File: src/rtl/i2cbe_pkg.sv
package i2cbe_pkg;

  localparam int unsigned BITS_PER_BYTE = 8;
  localparam int unsigned POS_W = $clog2(BITS_PER_BYTE + 1);

  localparam logic [7:0] CODE_BUS_ERR = 8'h00;
  localparam logic [7:0] CODE_NO_INFO = 8'hF8;

  typedef enum logic [0:0] {
    GUARD_WATCH = 1'b0,
    GUARD_ERROR = 1'b1
  } guard_state_t;

  // A condition is a framing violation when a transfer is running and the
  // engine is not sitting on a byte boundary.
  function automatic logic pos_is_illegal(input logic busy,
                                          input logic [POS_W-1:0] pos);
    return busy && (pos != '0);
  endfunction

  function automatic logic [7:0] status_of(input logic pending);
    return pending ? CODE_BUS_ERR : CODE_NO_INFO;
  endfunction

  function automatic logic is_start_edge(input logic scl_prev, input logic scl_now,
                                         input logic sda_prev, input logic sda_now);
    return scl_prev && scl_now && sda_prev && !sda_now;
  endfunction

  function automatic logic is_stop_edge(input logic scl_prev, input logic scl_now,
                                        input logic sda_prev, input logic sda_now);
    return scl_prev && scl_now && !sda_prev && sda_now;
  endfunction

endpackage

File: src/rtl/i2cbe_cond.sv
module i2cbe_cond
  import i2cbe_pkg::*;
#(
  parameter int unsigned SYNC_STAGES = 2
) (
  input  logic clk,
  input  logic rst_n,
  input  logic scl_in,
  input  logic sda_in,
  output logic start_seen,
  output logic stop_seen
);

  localparam int unsigned NLINES = 2;

  logic [NLINES-1:0] raw;
  logic [NLINES-1:0] chain [SYNC_STAGES];
  logic [NLINES-1:0] now_v;
  logic [NLINES-1:0] prev_v;

  assign raw = {scl_in, sda_in};

  for (genvar g = 0; g < SYNC_STAGES; g++) begin : g_stage
    if (g == 0) begin : g_first
      always_ff @(posedge clk or negedge rst_n) begin
        if (!rst_n) chain[g] <= '1;
        else        chain[g] <= raw;
      end
    end else begin : g_next
      always_ff @(posedge clk or negedge rst_n) begin
        if (!rst_n) chain[g] <= '1;
        else        chain[g] <= chain[g-1];
      end
    end
  end

  assign now_v = chain[SYNC_STAGES-1];

  always_ff @(posedge clk or negedge rst_n) begin
    if (!rst_n) prev_v <= '1;
    else        prev_v <= now_v;
  end

  assign start_seen = is_start_edge(prev_v[1], now_v[1], prev_v[0], now_v[0]);
  assign stop_seen  = is_stop_edge(prev_v[1], now_v[1], prev_v[0], now_v[0]);

  AST_COND_EXCLUSIVE: assert property (@(posedge clk) disable iff (!rst_n)
    !(start_seen && stop_seen));

endmodule

File: src/rtl/i2cbe_judge.sv
module i2cbe_judge
  import i2cbe_pkg::*;
(
  input  logic             clk,
  input  logic             rst_n,
  input  logic             start_seen,
  input  logic             stop_seen,
  input  logic             xfer_busy,
  input  logic [POS_W-1:0] bit_pos,
  input  logic             wr_en,
  input  logic             wr_stop,
  input  logic             wr_clr,
  output logic             pending,
  output logic             stop_bit,
  output logic             idle_pulse,
  output logic             start_pulse,
  output logic             stop_pulse
);

  guard_state_t state_q, state_d;
  logic any_cond;
  logic fault_hit;
  logic recover_hit;

  assign pending     = (state_q == GUARD_ERROR);
  assign any_cond    = start_seen || stop_seen;
  assign fault_hit   = any_cond && !pending && pos_is_illegal(xfer_busy, bit_pos);
  assign recover_hit = pending && wr_en && wr_stop && wr_clr;

  always_comb begin
    state_d = state_q;
    unique case (state_q)
      GUARD_WATCH: if (fault_hit)   state_d = GUARD_ERROR;
      GUARD_ERROR: if (recover_hit) state_d = GUARD_WATCH;
      default:                      state_d = GUARD_WATCH;
    endcase
  end

  always_ff @(posedge clk or negedge rst_n) begin
    if (!rst_n) begin
      state_q     <= GUARD_WATCH;
      stop_bit    <= 1'b0;
      idle_pulse  <= 1'b0;
      start_pulse <= 1'b0;
      stop_pulse  <= 1'b0;
    end else begin
      state_q     <= state_d;
      idle_pulse  <= recover_hit;
      start_pulse <= start_seen && !pending;
      stop_pulse  <= stop_seen && !pending;
      if (recover_hit)  stop_bit <= 1'b0;
      else if (wr_en)   stop_bit <= wr_stop;
    end
  end

  AST_FAULT_LATCHES: assert property (@(posedge clk) disable iff (!rst_n)
    fault_hit |=> pending);
  AST_LEGAL_QUIET: assert property (@(posedge clk) disable iff (!rst_n)
    (!pending && any_cond && !pos_is_illegal(xfer_busy, bit_pos)) |=> !pending);
  AST_NO_EVT_PENDING: assert property (@(posedge clk) disable iff (!rst_n)
    (start_pulse || stop_pulse) |-> !$past(pending));
  AST_RECOVER_CLEARS: assert property (@(posedge clk) disable iff (!rst_n)
    recover_hit |=> (!pending && !stop_bit && idle_pulse));
  AST_IDLE_ONE_SHOT: assert property (@(posedge clk) disable iff (!rst_n)
    idle_pulse |=> !idle_pulse);
  AST_HALF_WRITE_KEEPS: assert property (@(posedge clk) disable iff (!rst_n)
    (pending && wr_en && !(wr_stop && wr_clr)) |=> (pending && stop_bit == $past(wr_stop)));
  AST_IDLE_ONLY_RECOVER: assert property (@(posedge clk) disable iff (!rst_n)
    idle_pulse |-> $past(pending));

endmodule

File: src/rtl/i2c_buserr_guard.sv
module i2c_buserr_guard
  import i2cbe_pkg::*;
#(
  parameter int unsigned SYNC_STAGES = 2
) (
  input  logic             clk,
  input  logic             rst_n,
  input  logic             scl_in,
  input  logic             sda_in,
  input  logic             xfer_busy,
  input  logic [POS_W-1:0] bit_pos,
  input  logic             wr_en,
  input  logic             wr_stop,
  input  logic             wr_clr,
  output logic [7:0]       status,
  output logic             irq_flag,
  output logic             bus_hold,
  output logic             stop_req,
  output logic             force_idle,
  output logic             cond_start,
  output logic             cond_stop
);

  logic start_seen;
  logic stop_seen;
  logic pending;

  i2cbe_cond #(.SYNC_STAGES(SYNC_STAGES)) u_cond (
    .clk        (clk),
    .rst_n      (rst_n),
    .scl_in     (scl_in),
    .sda_in     (sda_in),
    .start_seen (start_seen),
    .stop_seen  (stop_seen)
  );

  i2cbe_judge u_judge (
    .clk         (clk),
    .rst_n       (rst_n),
    .start_seen  (start_seen),
    .stop_seen   (stop_seen),
    .xfer_busy   (xfer_busy),
    .bit_pos     (bit_pos),
    .wr_en       (wr_en),
    .wr_stop     (wr_stop),
    .wr_clr      (wr_clr),
    .pending     (pending),
    .stop_bit    (stop_req),
    .idle_pulse  (force_idle),
    .start_pulse (cond_start),
    .stop_pulse  (cond_stop)
  );

  assign status   = status_of(pending);
  assign irq_flag = pending;
  assign bus_hold = pending;

  AST_PULSE_EXCL: assert property (@(posedge clk) disable iff (!rst_n)
    !(cond_start && cond_stop));
  AST_IDLE_NOT_HELD: assert property (@(posedge clk) disable iff (!rst_n)
    force_idle |-> (!bus_hold && status == CODE_NO_INFO));

endmodule

File: config.mk
export PLATFORM = sky130hd
export DESIGN_NAME = i2c_buserr_guard
export DESIGN_NICKNAME = d
export VERILOG_FILES = /design/src/rtl/i2cbe_pkg.sv /design/src/rtl/i2cbe_cond.sv /design/src/rtl/i2cbe_judge.sv /design/src/rtl/i2c_buserr_guard.sv
export SDC_FILE = /design/constraint.sdc
export NUM_CORES = 1
export LEC_CHECK = 0
export BUFFER_PORTS_ARGS = -buffer_cell sky130_fd_sc_hd__buf_2
export CAP_MARGIN = 20
export CORE_AREA = 8 8 45 47
export DETAILED_ROUTE_END_ITERATION = 12
export DIE_AREA = 0 0 53 55
export PLACE_DENSITY = 0.64
export SLEW_MARGIN = 15
export SYNTH_ARGS = -nofsm -noshare
export SYNTH_HDL_FRONTEND = slang
export SYNTH_SLANG_ARGS = --single-unit
File: constraint.sdc
create_clock -name clk -period 1.25 [get_ports clk]
set_clock_uncertainty 0.05 [all_clocks]
set_input_delay 0.0625 -clock clk [delete_from_list [all_inputs] [get_ports clk]]
set_output_delay 0.0625 -clock clk [all_outputs]
set_load 0.03 [all_outputs]
# Yosys cells after proc, flatten, opt, wreduce, memory -nomap -nowiden
# Cells that the tools add are included.
# totals
register_bits	11
# classes
n_mux	6
bitwise	1
n_reduce_logical	19
# ops
op	count
1-bit logical AND	13
8-bit 2-to-1 mux	1
1-bit 2-to-1 mux	4
4-bit nonzero test	1
1-bit zero test	3
1-bit case mux with 2 select lines	1
2-bit nonzero test	1
1-bit logical OR	1
1-bit inverter	1

# Logic depth before layout (Yosys ltp)
# depth
ltp_word	8
depth_mapped	3
depth_no_buf	3

# Cells and area by module
# Synthesis repeated with hierarchy kept, for this count alone.
# unflattened
hier_cells	33
area_unflattened_um2	457.9
# by_module_without_submodules
mod	instances	cells_per_inst	area_per_inst_um2	seq_area_each_um2
i2cbe_judge	1	15	212.7	125.1
i2cbe_cond	1	8	177.7	157.7
i2c_buserr_guard	1	10	67.6	0.0

# Worst setup path before layout
# Ideal clock, no wire load.
# synth_path
path_kind	register to register
start	register u_judge.state_q (netlist: u_judge.pending)
end	register u_judge.state_q (netlist: u_judge.pending)
setup_time_ns	0.101
arrival_time_ns	1.249
required_time_ns	1.099
path_slack_ns	-0.150
stages_incl_launch_ff	4
period_less_slack_ns	1.400
path_cell_list	dfrtp_1 > inv_1 > nand3_1 > o32ai_1
# synth_via
elab_chain_cells	5
word_cells_on_any_way	10
# synth_rtl
item	line	text
start, declared	i2cbe_judge.sv:20	guard_state_t state_q, state_d;
start signal, assigned	i2cbe_judge.sv:47	state_q <= state_d;
1-bit logical AND or 1-bit zero test (tied branches)	i2cbe_judge.sv:28, i2cbe_judge.sv:27	
1-bit logical AND, on equally long branches (2 in series)	i2cbe_judge.sv:28, i2cbe_judge.sv:27	
1-bit 2-to-1 mux, on equally long branches	i2cbe_judge.sv:34, i2cbe_judge.sv:33	
1-bit case mux with 2 select lines *	i2cbe_judge.sv:32	unique case (state_q)
named net u_judge.state_d	i2cbe_judge.sv:20	
# Mark *: on every way through the listed nets, which the timed path passes. The rest lies on a longest branch.
# A chain may end at the register's enable or synchronous reset.

# Worst setup path in the final report
# layout_path
start	register u_cond.chain (netlist bit u_cond.now_v[0])
end	register u_judge.state_q (netlist: u_judge.pending)
# layout_via
elab_chain_cells	7
word_cells_on_any_way	8
# layout_rtl
item	line	text
start, declared	i2cbe_cond.sv:17	logic [NLINES-1:0] chain [SYNC_STAGES];
start signal, assigned by index	i2cbe_cond.sv:32	else chain[g] <= chain[g-1];
1-bit zero test	i2cbe_pkg.sv:27	return scl_prev && scl_now && sda_prev && !sda_now;
1-bit logical AND	i2cbe_pkg.sv:27	
1-bit logical OR *	i2cbe_judge.sv:26	assign any_cond = start_seen || stop_seen;
1-bit logical AND * (2 in series)	i2cbe_judge.sv:27	assign fault_hit = any_cond && !pending && pos_is_illegal(xfer_busy, bit_pos);
1-bit 2-to-1 mux *	i2cbe_judge.sv:33	GUARD_WATCH: if (fault_hit) state_d = GUARD_ERROR;
1-bit case mux with 2 select lines *	i2cbe_judge.sv:32	
named net u_judge.state_d	i2cbe_judge.sv:20	
# Marked as above.

==> flow_summary.rst <==
.. list-table::
   :header-rows: 1

   * - Metric
     - Value
   * - VDD IR max
     - between 0.8 and 0.9 mV
   * - Most frequent cell after synthesis
     - buf_4
   * - Wire length of the first global-routing pass
     - 1221 um
   * - Buf/Inv on CP
     - 0
   * - DRC violation count after routing
     - 0
   * - TritonCTS clock tree
     - done
   * - Layout overhead on the synthesized area
     - 37.35%
   * - Vias in the first global route
     - 319
   * - Residual overflow from global routing
     - 0
   * - Total chip power
     - 1.164 mW
   * - Vias after detailed routing
     - 310
   * - Warning count from the yosys run
     - 0
   * - Mean Syn Cell Area
     - 12.51 sq um
   * - Post-DP HPWL
     - 630.1 um
   * - Highest cell delay on the worst timing path
     - 550 ps
   * - Run status
     - completed
   * - CP Data Arrival Time
     - 1250 ps
   * - Largest fanout of any net on the critical path
     - 4
   * - Global placer's final weighted congestion
     - about 0.7
   * - Post-detailed-route count of antenna-violating nets
     - 0
   * - Detailed router's first-iteration violation count
     - 2
   * - Worst-skew pair later-pin latency
     - between 200 and 300 ps
   * - Minimum clock period after layout
     - 1150 ps
   * - Total detailed-routing wirelength
     - 775 um
   * - Core box area
     - 0.001384 sq mm
   * - Routed length per placed instance
     - approximately 10 um
   * - Final cycle utilization of the critical path
     - 92.04%
   * - EDFF count, synth
     - 0
   * - Post-CTS setup buffer count
     - 0
   * - Final net count
     - between 70 and 80
   * - Share of Yosys cell area claimed by the top area cell type
     - 37.06%
   * - I/O pin cnt
     - 26
   * - Via-per-instance ratio
     - 4.133
   * - Combinational family with the most area after synthesis
     - buffers and inverters
   * - Placed instance area
     - roughly 510 sq um
   * - P_leak
     - slightly below 0.3 nW
   * - Maximum level of the CTS H-tree
     - 1
   * - Reported max-cap violation count
     - 0
   * - Post-route design area
     - 584.3 sq um
   * - Crit path required time
     - around 1400 ps
   * - Setup total negative slack
     - 0 ps
   * - FILL cells
     - 139
   * - Max-slew violation total from the final report
     - 0
   * - Cell type with the highest aggregate area in the netlist
     - dfstp_2
   * - Antenna Diode Count
     - 0
   * - Maximum number of pins on one net before global-route repair
     - 12
   * - Netlist cell types
     - 13
   * - Final number of hold-violating endpoints
     - 0
   * - Clock slew at the register clock pins of the worst setup and hold paths
     - 60 ps
   * - Portion of netlist area occupied by mux cells
     - 0%
   * - Maximum root-to-sink buffer count
     - 2
   * - Post-synthesis share of cell area spent on full adders, half adders and majority gates
     - 0%
   * - Flops & latches, synth
     - 11
   * - Top cells by instance count after synthesis
     - buf_4 (8), dfstp_2 (6), dfrtp_1 (5)
   * - Synthesized-area fraction occupied by ao, oa, aoi and oai cells
     - 5.294%
   * - Count of endpoints failing setup in the final report
     - 0
   * - Most area-consuming cells after synthesis
     - dfstp_2 (37%), dfrtp_1 (29%), buf_4 (14%)
   * - Upper clock frequency limit
     - 869.2 MHz
   * - Die Ht
     - 55 um
   * - Number of sinks handled by clock tree synthesis
     - 11
   * - Clk Tree Root Cell
     - clkbuf_4
   * - Setup crit start kind
     - flop
   * - Most common flop cell mapped by yosys
     - dfstp_2
   * - Number of buffers added on ports
     - 22
   * - Cell Chain, Critical Path
     - xor2_1, o41ai_1, o32ai_1
   * - CTS Buf Count
     - 3
   * - Setup repair after global routing missed its margin
     - no
   * - Share of cells above drive strength 1
     - 55.93%
   * - Gate count of the mapped netlist
     - 34
   * - Crit. End Element
     - flop
   * - Slowest stage cell on the critical path
     - dfstp_2
   * - CP Class
     - reg -> reg
   * - GRT Util Overall
     - 5.798%
   * - Antenna violations before repair
     - 0
   * - Simple-Gate Fraction of Synth Area
     - around 8.5%
   * - Die area
     - a little under 0.003 sq mm
   * - Initial standard-cell utilization of the core
     - 30.74%
   * - Synth Cell Area
     - between 400 and 500 sq um
   * - Count of standard-cell rows
     - 14
   * - Async SR Flop Fraction
     - 100.0%
   * - Share of synthesized area occupied by flip-flops and latches
     - 66.47%
   * - First drt pass iteration count
     - 2
   * - Hold/Removal Path Class
     - in -> reg
   * - Synthesized-area fraction occupied by xor and xnor cells
     - between 2 and 2.5%
   * - Width of the die
     - 53 um
   * - Power density over the cells
     - 1992 mW/mm^2
   * - Top Family by Delay on Critical Path
     - flip-flops
==> worst reg2reg max path: stages (launching register included) <==
cell and delay, ps:
dfstp_2 550, xor2_1 140, o41ai_1 80, o32ai_1 220
==> metal layers <==
layer | share of wire [%] | routed length [um] | vias up | GRT usage, %
met5 | 0 | 0 | - | 0
met4 | 0 | 0 | 0 | 5.172
met3 | 21 | 164 | 0 | 3.743
met2 | 42 | 323 | 18 | 8.984
met1 | 37 | 287 | 140 | 5.164
li1 | - | - | 152 | -
==> registers in the layout, indices dropped and copies added, names as in the netlist <==
name                 flops
u_cond.prev_v            2
u_cond.chain             2
u_judge.stop_pulse       1
u_judge.pending          1
u_judge.stop_bit         1
u_cond.now_v             2
u_judge.start_pulse      1
u_judge.idle_pulse       1
==> metrics by stage <==
| stage | std cells | util [%] | hold slack [ps] | setup WS (ps) |
|---|---|---|---|---|
| floorplan | 36 | - | -283.1 | 25.73 |
| global placement | 66 | 36.71 | -112.6 | 143.1 |
| detailed placement | 66 | 36.71 | -110.4 | 96.72 |
| CTS | 75 | 42.22 | 15.91 | 79.74 |
| global route | 75 | 42.22 | 18.28 | 22.79 |
| finish | 75 | 42.22 | 17.40 | 99.54 |
==> timing repair <==
item / 4_1_cts / 5_1_grt
endpoints found under the hold margin: 15 / 0
gates resized for setup: 0 / 0
hold buffers: 5 / 0
==> cell families (layout without fill, tap and decap cells) <==
kind of cell	count (synthesis)	in the layout
other	1	3
xor gates and xnor gates	1	1
AOI/OAI and AO/OA	3	3
and+or+nand+nor	7	7
DFF	11	11
buffers and inverters	11	34
==> cell usage in the layout (no fill, tap or decap) <==
master / count
clkbuf_4: 3
inv_1: 2
xor2_1: 1
buf_2: 22
nor2_1: 1
clkinvlp_4: 1
dfstp_2: 6
dfrtp_1: 4
dlygate4sd3_1: 5
conb_1: 3
o32ai_1: 1
clkbuf_1: 1
nand3_1: 2
nand2_1: 2
nor3b_1: 2
o21ai_0: 1
dfrtp_2: 1
o41ai_1: 1
==> worst paths after layout <==
| path | from | slack (ps) | cells past startpoint | to |
|---|---|---|---|---|
| worst max-delay path | u_cond.now_v[0] | 100 | 3 | u_judge.pending |
| worst min-delay path | xfer_busy | 20 | 3 | u_judge.pending |
| worst max register to register | u_cond.now_v[0] | 100 | 3 | u_judge.pending |
| worst min register to register | u_cond.chain[3] | 310 | 0 | u_cond.now_v[1] |
| max in group asynchronous | rst_n | 750 | 2 | u_cond.prev_v[1] |
| min in group asynchronous | rst_n | 140 | 2 | u_judge.stop_pulse |
==> report_power, final <==
part | internal (mW) | total [mW] | switching [mW]
clock | 0.123 | 0.224 | 0.101
combinational | 0.131 | 0.506 | 0.375
sequential | 0.404 | 0.435 | 0.0304
total | 0.658 | 1.16 | 0.506
==> final cells by class <==
| cell class | instances | area [sq um] | area share [%] |
|---|---|---|---|
| Inverter | 3 | 15.01 | 2.570 |
| Tap cell | 16 | 20.02 | 3.426 |
| Multi-Input combinational cell | 14 | 78.83 | 13.49 |
| Sequential cell | 11 | 284.0 | 48.61 |
| Timing Repair Buffer | 27 | 160.2 | 27.41 |
| Clock buffer | 4 | 26.28 | 4.497 |
(Power assumes the default switching activity.)
